--- src/rtl/deadband_pkg.sv ---
package deadband_pkg;

    typedef enum logic [1:0] {
        ST_LOW       = 2'd0,
        ST_RISE_WAIT = 2'd1,
        ST_HIGH      = 2'd2,
        ST_FALL_WAIT = 2'd3
    } db_state_e;

    localparam logic [2:0] A_SH_RISE  = 3'd0;
    localparam logic [2:0] A_SH_FALL  = 3'd1;
    localparam logic [2:0] A_CTRL     = 3'd2;
    localparam logic [2:0] A_OUTCTL   = 3'd3;
    localparam logic [2:0] A_ACT_RISE = 3'd4;
    localparam logic [2:0] A_ACT_FALL = 3'd5;

    // control register bit positions
    localparam int C_RISE_EN   = 0;
    localparam int C_RISE_EDGE = 1;
    localparam int C_FALL_EN   = 2;
    localparam int C_FALL_EDGE = 3;
    localparam int C_SWAP      = 4;
    localparam int C_SRC1      = 5;
    localparam int C_FUNC_LO   = 6;

    // per-output field offsets inside the output-control register
    localparam int O_FORCE = 0;
    localparam int O_LEVEL = 1;
    localparam int O_INV   = 2;
    localparam int O_DTEN  = 3;
    localparam int O_LANE  = 4;

endpackage

--- src/rtl/deadband_regs.sv ---
module deadband_regs
    import deadband_pkg::*;
#(
    parameter int DT_W = 16
) (
    input  logic            clk,
    input  logic            rst_n,
    input  logic            cfg_we,
    input  logic [2:0]      cfg_addr,
    input  logic [DT_W-1:0] cfg_wdata,
    input  logic            rise_evt,
    input  logic            fall_evt,
    output logic [DT_W-1:0] rise_use,
    output logic [DT_W-1:0] fall_use,
    output logic [7:0]      ctrl,
    output logic [7:0]      outctl
);

    logic [DT_W-1:0] sh_rise, sh_fall, act_rise, act_fall;
    logic            rise_hit, fall_hit;

    // reload trigger: edge select 1 = rising input edge, 0 = falling
    always_comb begin
        rise_hit = ctrl[C_RISE_EN] && (ctrl[C_RISE_EDGE] ? rise_evt : fall_evt);
        fall_hit = ctrl[C_FALL_EN] && (ctrl[C_FALL_EDGE] ? rise_evt : fall_evt);
        rise_use = rise_hit ? sh_rise : act_rise;
        fall_use = fall_hit ? sh_fall : act_fall;
    end

    always_ff @(posedge clk or negedge rst_n) begin
        if (!rst_n) begin
            sh_rise  <= '0;
            sh_fall  <= '0;
            act_rise <= '0;
            act_fall <= '0;
            ctrl     <= '0;
            outctl   <= '0;
        end else begin
            if (cfg_we && cfg_addr == A_SH_RISE) sh_rise <= cfg_wdata;
            if (cfg_we && cfg_addr == A_SH_FALL) sh_fall <= cfg_wdata;
            if (cfg_we && cfg_addr == A_CTRL)    ctrl    <= cfg_wdata[7:0];
            if (cfg_we && cfg_addr == A_OUTCTL)  outctl  <= cfg_wdata[7:0];
            // a direct write wins over a shadow reload in the same cycle
            if (cfg_we && cfg_addr == A_ACT_RISE) act_rise <= cfg_wdata;
            else if (rise_hit)                    act_rise <= sh_rise;
            if (cfg_we && cfg_addr == A_ACT_FALL) act_fall <= cfg_wdata;
            else if (fall_hit)                    act_fall <= sh_fall;
        end
    end

endmodule

--- src/rtl/deadband_fsm.sv ---
module deadband_fsm
    import deadband_pkg::*;
#(
    parameter int DT_W = 16
) (
    input  logic            clk,
    input  logic            rst_n,
    input  logic            din,
    input  logic [DT_W-1:0] rise_dt,
    input  logic [DT_W-1:0] fall_dt,
    output logic            dt_hi,
    output logic            dt_lo
);

    db_state_e       st, nxt;
    logic [DT_W-1:0] cnt;

    always_comb begin
        nxt = st;
        unique case (st)
            ST_LOW: begin
                if (din) nxt = (rise_dt == '0) ? ST_HIGH : ST_RISE_WAIT;
            end
            ST_RISE_WAIT: begin
                if (!din)                nxt = (fall_dt == '0) ? ST_LOW : ST_FALL_WAIT;
                else if (cnt >= rise_dt) nxt = ST_HIGH;
            end
            ST_HIGH: begin
                if (!din) nxt = (fall_dt == '0) ? ST_LOW : ST_FALL_WAIT;
            end
            ST_FALL_WAIT: begin
                if (din)                 nxt = (rise_dt == '0) ? ST_HIGH : ST_RISE_WAIT;
                else if (cnt >= fall_dt) nxt = ST_LOW;
            end
        endcase
    end

    // state register and run-length counter
    always_ff @(posedge clk or negedge rst_n) begin
        if (!rst_n) begin
            st  <= ST_LOW;
            cnt <= '0;
        end else begin
            st <= nxt;
            if (nxt != st)      cnt <= {{(DT_W-1){1'b0}}, 1'b1};
            else if (cnt != '1) cnt <= cnt + 1'b1;
        end
    end

    // outputs decoded from state only
    always_comb begin
        dt_hi = 1'b0;
        dt_lo = 1'b0;
        unique case (st)
            ST_LOW:       dt_lo = 1'b1;
            ST_HIGH:      dt_hi = 1'b1;
            ST_RISE_WAIT,
            ST_FALL_WAIT: ;
        endcase
    end

endmodule

--- src/rtl/deadband_outmux.sv ---
module deadband_outmux
    import deadband_pkg::*;
(
    input  logic       dt_hi,
    input  logic       dt_lo,
    input  logic       in_q,
    input  logic       edge_q,
    input  logic [7:0] ctrl,
    input  logic [7:0] outctl,
    output logic [1:0] outs
);

    logic       f0, f1, special;
    logic [1:0] sw;

    always_comb begin
        unique case (ctrl[C_FUNC_LO +: 2])
            2'd0: special = in_q;
            2'd1: special = ~in_q;
            2'd2: special = dt_hi;
            2'd3: special = edge_q;
        endcase
        f0 = outctl[O_DTEN] ? dt_hi : in_q;
        if (ctrl[C_SRC1]) f1 = special;
        else              f1 = outctl[O_LANE + O_DTEN] ? dt_lo : ~in_q;
        sw[0] = ctrl[C_SWAP] ? f1 : f0;
        sw[1] = ctrl[C_SWAP] ? f0 : f1;
    end

    // per-lane force then invert
    for (genvar g = 0; g < 2; g++) begin : g_lane
        logic lv;
        always_comb begin
            lv      = outctl[g*O_LANE + O_FORCE] ? outctl[g*O_LANE + O_LEVEL] : sw[g];
            outs[g] = lv ^ outctl[g*O_LANE + O_INV];
        end
    end

endmodule

--- src/rtl/deadband_pair.sv ---
module deadband_pair
    import deadband_pkg::*;
#(
    parameter int DT_W = 16
) (
    input  logic            clk,
    input  logic            rst_n,
    input  logic            cfg_we,
    input  logic [2:0]      cfg_addr,
    input  logic [DT_W-1:0] cfg_wdata,
    input  logic            pwm_in,
    output logic            out_pri,
    output logic            out_cmp
);

    logic            in_q, edge_q;
    logic            rise_evt, fall_evt;
    logic [DT_W-1:0] rise_use, fall_use;
    logic [7:0]      ctrl, outctl;
    logic            dt_hi, dt_lo;
    logic [1:0]      outs;

    always_ff @(posedge clk or negedge rst_n) begin
        if (!rst_n) begin
            in_q   <= 1'b0;
            edge_q <= 1'b0;
        end else begin
            in_q   <= pwm_in;
            edge_q <= pwm_in ^ in_q;
        end
    end

    assign rise_evt = pwm_in & ~in_q;
    assign fall_evt = ~pwm_in & in_q;

    deadband_regs #(.DT_W(DT_W)) u_regs (
        .clk(clk), .rst_n(rst_n),
        .cfg_we(cfg_we), .cfg_addr(cfg_addr), .cfg_wdata(cfg_wdata),
        .rise_evt(rise_evt), .fall_evt(fall_evt),
        .rise_use(rise_use), .fall_use(fall_use),
        .ctrl(ctrl), .outctl(outctl)
    );

    deadband_fsm #(.DT_W(DT_W)) u_fsm (
        .clk(clk), .rst_n(rst_n), .din(pwm_in),
        .rise_dt(rise_use), .fall_dt(fall_use),
        .dt_hi(dt_hi), .dt_lo(dt_lo)
    );

    deadband_outmux u_mux (
        .dt_hi(dt_hi), .dt_lo(dt_lo), .in_q(in_q), .edge_q(edge_q),
        .ctrl(ctrl), .outctl(outctl), .outs(outs)
    );

    assign out_pri = outs[0];
    assign out_cmp = outs[1];

endmodule

--- config.mk ---
export PLATFORM = sky130hd
export DESIGN_NAME = deadband_pair
export DESIGN_NICKNAME = d
export VERILOG_FILES = /design/src/rtl/deadband_pkg.sv /design/src/rtl/deadband_regs.sv /design/src/rtl/deadband_fsm.sv /design/src/rtl/deadband_outmux.sv /design/src/rtl/deadband_pair.sv
export SDC_FILE = /design/constraint.sdc
export NUM_CORES = 1
export LEC_CHECK = 0
export ABC_AREA = 1
export BUFFER_PORTS_ARGS = -buffer_cell sky130_fd_sc_hd__buf_2
export CAP_MARGIN = 20
export CORE_MARGIN = 2
export CORE_UTILIZATION = 55
export CTS_CLUSTER_SIZE = 8
export DETAILED_ROUTE_END_ITERATION = 16
export GPL_TIMING_DRIVEN = 0
export HOLD_SLACK_MARGIN = 0.15
export PLACE_DENSITY = 0.79
export SLEW_MARGIN = 0
export SYNTH_ARGS = -nofsm -noshare
export SYNTH_HDL_FRONTEND = slang
export SYNTH_HIERARCHICAL = 1
export SYNTH_SLANG_ARGS = --single-unit
export TNS_END_PERCENT = 1
--- constraint.sdc ---
create_clock -name clk -period 4.3 [get_ports clk]
set_clock_uncertainty 0.2 [all_clocks]
set_input_delay 0.43 -clock clk [delete_from_list [all_inputs] [get_ports clk]]
set_output_delay 0.43 -clock clk [all_outputs]
set_load 0.1 [all_outputs]
* Word-level counts from Yosys, hierarchy flattened
Index checks and enable logic that the tools add are counted.
Word-level totals: output and inout bits 2, bits of input ports 23, word-level logic and storage cells 74, register bits after elaboration 100
Operators by class: muxes and demuxes 27, reductions and logical operators 14, magnitude comparators 2, bitwise operators 7, eq/ne operators 13, $add $sub $neg 1
Operator list (number):
- 16-bit 2-to-1 mux | 6
- 16-bit >= comparator | 2
- 16-bit logical NOT | 2
- 16-bit by 1-bit adder with 16-bit output, second input constant | 1
- 2-bit 2-to-1 mux | 8
- 16-bit != test, second input constant | 1
- 1-bit 2-to-1 mux | 11
- 2-bit == test, second input constant | 4
- 1-bit logical AND | 8
- 2-bit case mux with 4 select lines | 1
- 3-bit by 2-bit == test with 1-bit output, second input constant | 2
- 3-bit == test, second input constant | 2
- 2-bit by 1-bit == test with 1-bit output, second input constant | 2
- 2-bit logical NOT | 2
- 1-bit case mux with 4 select lines | 1
- 3-bit by 1-bit == test with 1-bit output, second input constant | 1
- 3-bit logical NOT | 1
- 1-bit bitwise XOR | 3
- 1-bit bitwise AND | 2
- 2-bit != test | 1
- 1-bit inverter | 2
- 2-bit nonzero test | 1

* Longest topological paths before layout
depth in word-level cells 11, depth in mapped cells 26, mapped depth without buffers 24

* By module
Netlist, hierarchy kept.
By module, submodules not included:
- deadband_regs | seq. area each 2001.9 sq um, area each 3923.8 sq um, times used 1, cells each 499
- deadband_fsm | seq. area each 450.4 sq um, area each 2013.2 sq um, times used 1, cells each 295
- deadband_outmux | seq. area each 0.0 sq um, area each 176.4 sq um, times used 1, cells each 39
- deadband_pair | seq. area each 50.0 sq um, area each 86.3 sq um, times used 1, cells each 7

* Worst setup path before layout
No wires, ideal clock.
kind input to register, from input pwm_in, to register u_fsm.cnt[8], slack 1.331 ns, arrival 2.649 ns, stages 24, required time 3.980 ns, path through inv_1 -> ha_1 -> inv_1 -> nand2_1 -> nand3_2 -> buf_2 -> nand2_1 -> and2_1 -> inv_1 -> ha_1 -> nand2_1 -> inv_1 -> nand3_1 -> nor2_1 -> nand3_1 -> nand3_1 -> nand2_1 -> a21oi_2 -> nand3_2 -> nand2_1 -> nand2_1 -> nand2_2 -> buf_6 -> nor2_1
On the way: word-level cells in the longest chain between the ends 11, elaborated cells between the ends (all ways) 25, classes of those cells order compare (2); eq/ne (1); mux (14); bitwise (3); reduce/logical (5)
Ends and longest elaborated chain:
- from (decl) | line deadband_pair.sv:11 | input logic pwm_in,
- 1-bit inverter (*) | line deadband_pair.sv:34 | assign fall_evt = ~pwm_in & in_q;
- 1-bit bitwise AND (*) | line deadband_pair.sv:34
- named net fall_evt | line deadband_pair.sv:17 | logic rise_evt, fall_evt;
- 1-bit 2-to-1 mux (*) | line deadband_regs.sv:25 | fall_hit = ctrl[C_FALL_EN] && (ctrl[C_FALL_EDGE] ? rise_evt : fall_evt);
- 1-bit logical AND (*) | line deadband_regs.sv:25
- 16-bit 2-to-1 mux (*) | line deadband_regs.sv:27 | fall_use = fall_hit ? sh_fall : act_fall;
- named net fall_use[11] | line deadband_pair.sv:18 | logic [DT_W-1:0] rise_use, fall_use;
- 16-bit >= comparator or 16-bit logical NOT (tied branches) | line deadband_fsm.sv:33, deadband_fsm.sv:25, deadband_fsm.sv:29
- 2-bit 2-to-1 mux, on equally long branches | line deadband_fsm.sv:33, deadband_fsm.sv:25, deadband_fsm.sv:29
- 2-bit 2-to-1 mux, on equally long branches | line deadband_fsm.sv:32, deadband_fsm.sv:25, deadband_fsm.sv:29
- 2-bit case mux with 4 select lines (*) | line deadband_fsm.sv:20 | unique case (st)
- named net u_fsm.nxt[0] | line deadband_fsm.sv:15 | db_state_e st, nxt;
- 2-bit != test (*) | line deadband_fsm.sv:45 | if (nxt != st) cnt <= {{(DT_W-1){1'b0}}, 1'b1};
- 16-bit 2-to-1 mux or 2-bit nonzero test (tied branches)
- to (signal assigned) | line deadband_fsm.sv:45
- to (signal assigned) | line deadband_fsm.sv:46 | else if (cnt != '1) cnt <= cnt + 1'b1;
- to (decl) | line deadband_fsm.sv:16 | logic [DT_W-1:0] cnt;
The timed path passes the listed nets; every way through them passes the cells marked *. A chain may end at the register's enable or synchronous reset.

* Worst setup path after layout
from input pwm_in, to register u_fsm.cnt[14]
On the way: word-level cells in the longest chain between the ends 11, elaborated cells between the ends (all ways) 25, classes of those cells order compare (2); eq/ne (1); mux (14); bitwise (3); reduce/logical (5)
Ends and longest elaborated chain:
- 1-bit inverter (*) | line deadband_pair.sv:34
- 1-bit bitwise AND (*) | line deadband_pair.sv:34
- named net fall_evt | line deadband_pair.sv:17
- 1-bit 2-to-1 mux (*) | line deadband_regs.sv:24 | rise_hit = ctrl[C_RISE_EN] && (ctrl[C_RISE_EDGE] ? rise_evt : fall_evt);
- 1-bit logical AND (*) | line deadband_regs.sv:24
- 16-bit 2-to-1 mux (*) | line deadband_regs.sv:26 | rise_use = rise_hit ? sh_rise : act_rise;
- named net rise_use[10] | line deadband_pair.sv:18
- 16-bit >= comparator or 16-bit logical NOT (tied branches) | line deadband_fsm.sv:26, deadband_fsm.sv:22, deadband_fsm.sv:32
- 2-bit 2-to-1 mux, on equally long branches | line deadband_fsm.sv:26, deadband_fsm.sv:22, deadband_fsm.sv:32
- 2-bit 2-to-1 mux, on equally long branches | line deadband_fsm.sv:25, deadband_fsm.sv:22, deadband_fsm.sv:32
- 2-bit case mux with 4 select lines (*) | line deadband_fsm.sv:20
- 2-bit != test (*) | line deadband_fsm.sv:45
- 16-bit 2-to-1 mux or 2-bit nonzero test (tied branches)
Marks and branches as above.

==> summary.txt <==
Status -> finished clean
Antenna diodes -> 0
Critical Path, Cell by Cell -> dlygate4sd3_1 -> buf_2 -> inv_1 -> ha_1 -> inv_1 -> nand2_1 -> nand3_2 -> buf_2 -> nand2_1 -> and2_1 -> inv_1 -> ha_1 -> nand2_1 -> inv_1 -> nand2_1 -> nand2_1 -> a21oi_1 -> nand4_1 -> a21oi_1 -> nand4_1 -> nand2_1 -> nand2_2 -> buf_6 -> nor2_1
Post-route ant nets -> 0
Hold buffer count at cts -> 17
FP Rows -> 38
Area Overhead vs Synth -> 13.3%
Yosys top cell by area -> dfrtp_1
Max Cap Viol -> 0
DR pass1 iterations -> 6
Placer Congestion -> 0.888
Routed Wire Length -> 14400 µm
Root buf cell -> clkbuf_16
Number of clock buffers inserted by TritonCTS -> 9
Minimum clock period after layout -> 3.94 ns
Crit path launch type -> primary input
Pleak -> 3.90 nW
Final Power -> 3.51 mW
Critical-path top delay cell -> dlygate4sd3_1
Number of enable flip-flop cells after synthesis -> 0
CP Buf/Inv Count -> 8
Post-detail-place hpwl -> 10800 µm
Mapped Cells -> 840
Clk_lat worst skew -> 0.35 ns
Die width -> 110 µm
Grt total ovfl -> 0
CP Max Fanout -> 10
Crit path max-delay family -> buffers and inverters
Cell area after synthesis -> 6200 µm²
YS warnings -> 6
Filler cells -> 942
PwrDens -> 500 nW/µm²
First-pass GRT wire length -> 24500 µm
Mean post-synth cell area -> 7.38 µm²
Worst-path clk slew -> 0.07 ns
Die area -> 12100 µm²
Post-CTS sizing -> 0
Routing usage on met1 -> 36.2%
Unrepaired setup endpoints after global routing -> false
GR peak layer -> met2
Die height -> 110 µm
CTS Sinks -> 100
Count of unique library cells instantiated by Yosys -> 31
Layout cells sized above 1 -> 11.1%
Main synth FF type -> dfrtp_1
Seq/Total Area, Yosys -> 40.4%
Register bit total from synthesis -> 100
Nets -> 951
Min Hold Slack -> 0.164 ns
Slew HR -> 60.2%
Hold WC Path Type -> in -> reg
Yosys top cell area share -> 40.4%
DRC -> 0
Worst Path Required -> 4.38 ns
Synth cell count leaders -> nand2_1, inv_1, dfrtp_1
Worst slew pin tran -> 0.597 ns
M2 GR Usage -> 43.0%
Max incr delay on CP -> 0.52 ns
H-tree depth -> 3
Pin count of the biggest net entering global routing -> 58
Final setup viols -> 0
Total Routing Usage GR -> 26.4%
Syn Nets -> 898
Kind of critical path -> in -> reg
Synth top area cells -> dfrtp_1, nand2_1, inv_1
Met3 usage -> 5.29%
Max Slew Vio Count -> 0
Final Hold Fails -> 0
Max IR drop VDD -> 0.515 mV
Worst setup EP type -> flop
Most frequent cell after synthesis -> nand2_1
Initial Util -> 56.7%
Ports -> 25
Vias per inst -> 5.10
Wirelength per Cell -> 13.9 µm
CTS tree -> built
Setup Fix Bufs, Post-CTS -> 0
Vias in the first global route -> 5014
Antenna violations before repair -> 0
Port buffer count -> 24
1st-iter DRT viols -> 361
Worst path most repeated cell -> nand2_1
Clk buf depth -> 2
Fin crit share -> 91.7%
Vias -> 5296
Fmax -> 254 MHz
Setup TNS -> 0 ns
Asr flop ratio synth -> 100%
Worst EP arrival -> 4.02 ns
Core area -> 10900 µm²
## logic make-up (layout without fill, tap and decap cells)
logic type	Yosys count	in the layout	synth area share, %
compound gates	74	74	6.18
xor+xnor	10	10	1.41
fa+ha+maj	35	35	7.06
buf+inv	185	243	12.3
flops	100	100	40.4
mux	1	1	0.161
simple gates	435	435	32.5
## sequential cells by signal, summed over array words and instances, names as in the netlist
| name | cells |
|---|---|
| u_fsm/st | 2 |
| u_fsm/cnt | 16 |
| u_regs/ctrl | 8 |
| u_regs/act_fall | 16 |
| u_regs/act_rise | 16 |
| u_regs/sh_fall | 16 |
| in_q | 1 |
| u_regs/outctl | 8 |
| u_regs/sh_rise | 16 |
| edge_q | 1 |
## path summary, 6_finish.rpt
path / from / endpoint / slack, ns / depth (start not counted)
worst max-delay path: pwm_in / u_fsm/cnt[14]$_DFFE_PN0P_ / 0.36 / 24
worst min-delay path: cfg_wdata[4] / u_regs/act_fall[4]$_DFF_PN0_ / 0.16 / 3
worst max register to register: in_q$_DFF_PN0_ / u_fsm/cnt[14]$_DFFE_PN0P_ / 0.76 / 22
worst min register to register: u_regs/sh_fall[13]$_DFFE_PN0P_ / u_regs/sh_fall[13]$_DFFE_PN0P_ / 0.29 / 2
max in group asynchronous: rst_n / u_fsm/cnt[13]$_DFFE_PN0P_ / 2.77 / 3
min in group asynchronous: rst_n / u_regs/outctl[4]$_DFFE_PN0P_ / 0.44 / 2
## power breakdown
| group | switching, mW | internal (mW) |
|---|---|---|
| clock network | 0.382 | 0.521 |
| registers | 0.111 | 1.18 |
| logic | 0.848 | 0.474 |
| total | 1.34 | 2.17 |
## cell usage in the layout (no fill, tap or decap), types with 3 or more instances in the layout
cell             n
o21ai_0         10
nor2_4           3
nand2_1        231
inv_8            3
clkbuf_16        9
nor2_1          37
buf_4            6
buf_6            4
nand3_1         87
xor2_1           8
a21oi_1         16
inv_2            3
dfrtp_1        100
nand3_2         10
nor2_2           5
nand4_1         14
ha_1            35
inv_1          159
and2_1          32
dlygate4sd3_1   17
o21ai_1         43
buf_2           35
nand2_4          3
nand2_2          9
## routing by layer
layer / part of all wire (%) / wire (µm)
met5: 0 / 0
met3: 4.9 / 703
met4: 1.3 / 189
met2: 48 / 6940
met1: 46 / 6610
## layout make-up
cell class,instances,area (µm²),share of cell area (%)
inverters,164,621,8.83
multi-input cells,555,2930,41.8
clock buffers,9,225,3.21
well taps,140,175,2.49
clock inverters,7,106,1.51
plain buffers,21,143,2.03
flip-flops and latches,100,2500,35.6
repair buffers,42,320,4.56
## through the flow
| stage | area [µm²] | utilization, % | cells | setup slack (ns) |
|---|---|---|---|---|
| 2_1_floorplan | 6200 | - | 840 | 1.33 |
| 3_3_place_gp | 6490 | 59.4 | 1004 | 0.634 |
| 3_5_place_dp | 6530 | 59.7 | 1005 | 0.544 |
| 4_1_cts | 7030 | 64.3 | 1038 | 0.336 |
| 5_1_grt | 7030 | 64.3 | 1038 | 0.0786 |
| 6_report | 7030 | 64.3 | 1038 | 0.358 |
## worst register-to-register path, delay by kind of cell (launching register included)
kind	cells	cell delay, ns
buffers and inverters	6	0.72
adders and majority gates	2	0.46
and+or+nand+nor	12	1.24
DFF	1	0.43
AOI/OAI and AO/OA	2	0.42
Power figures use the tool's default switching activity.
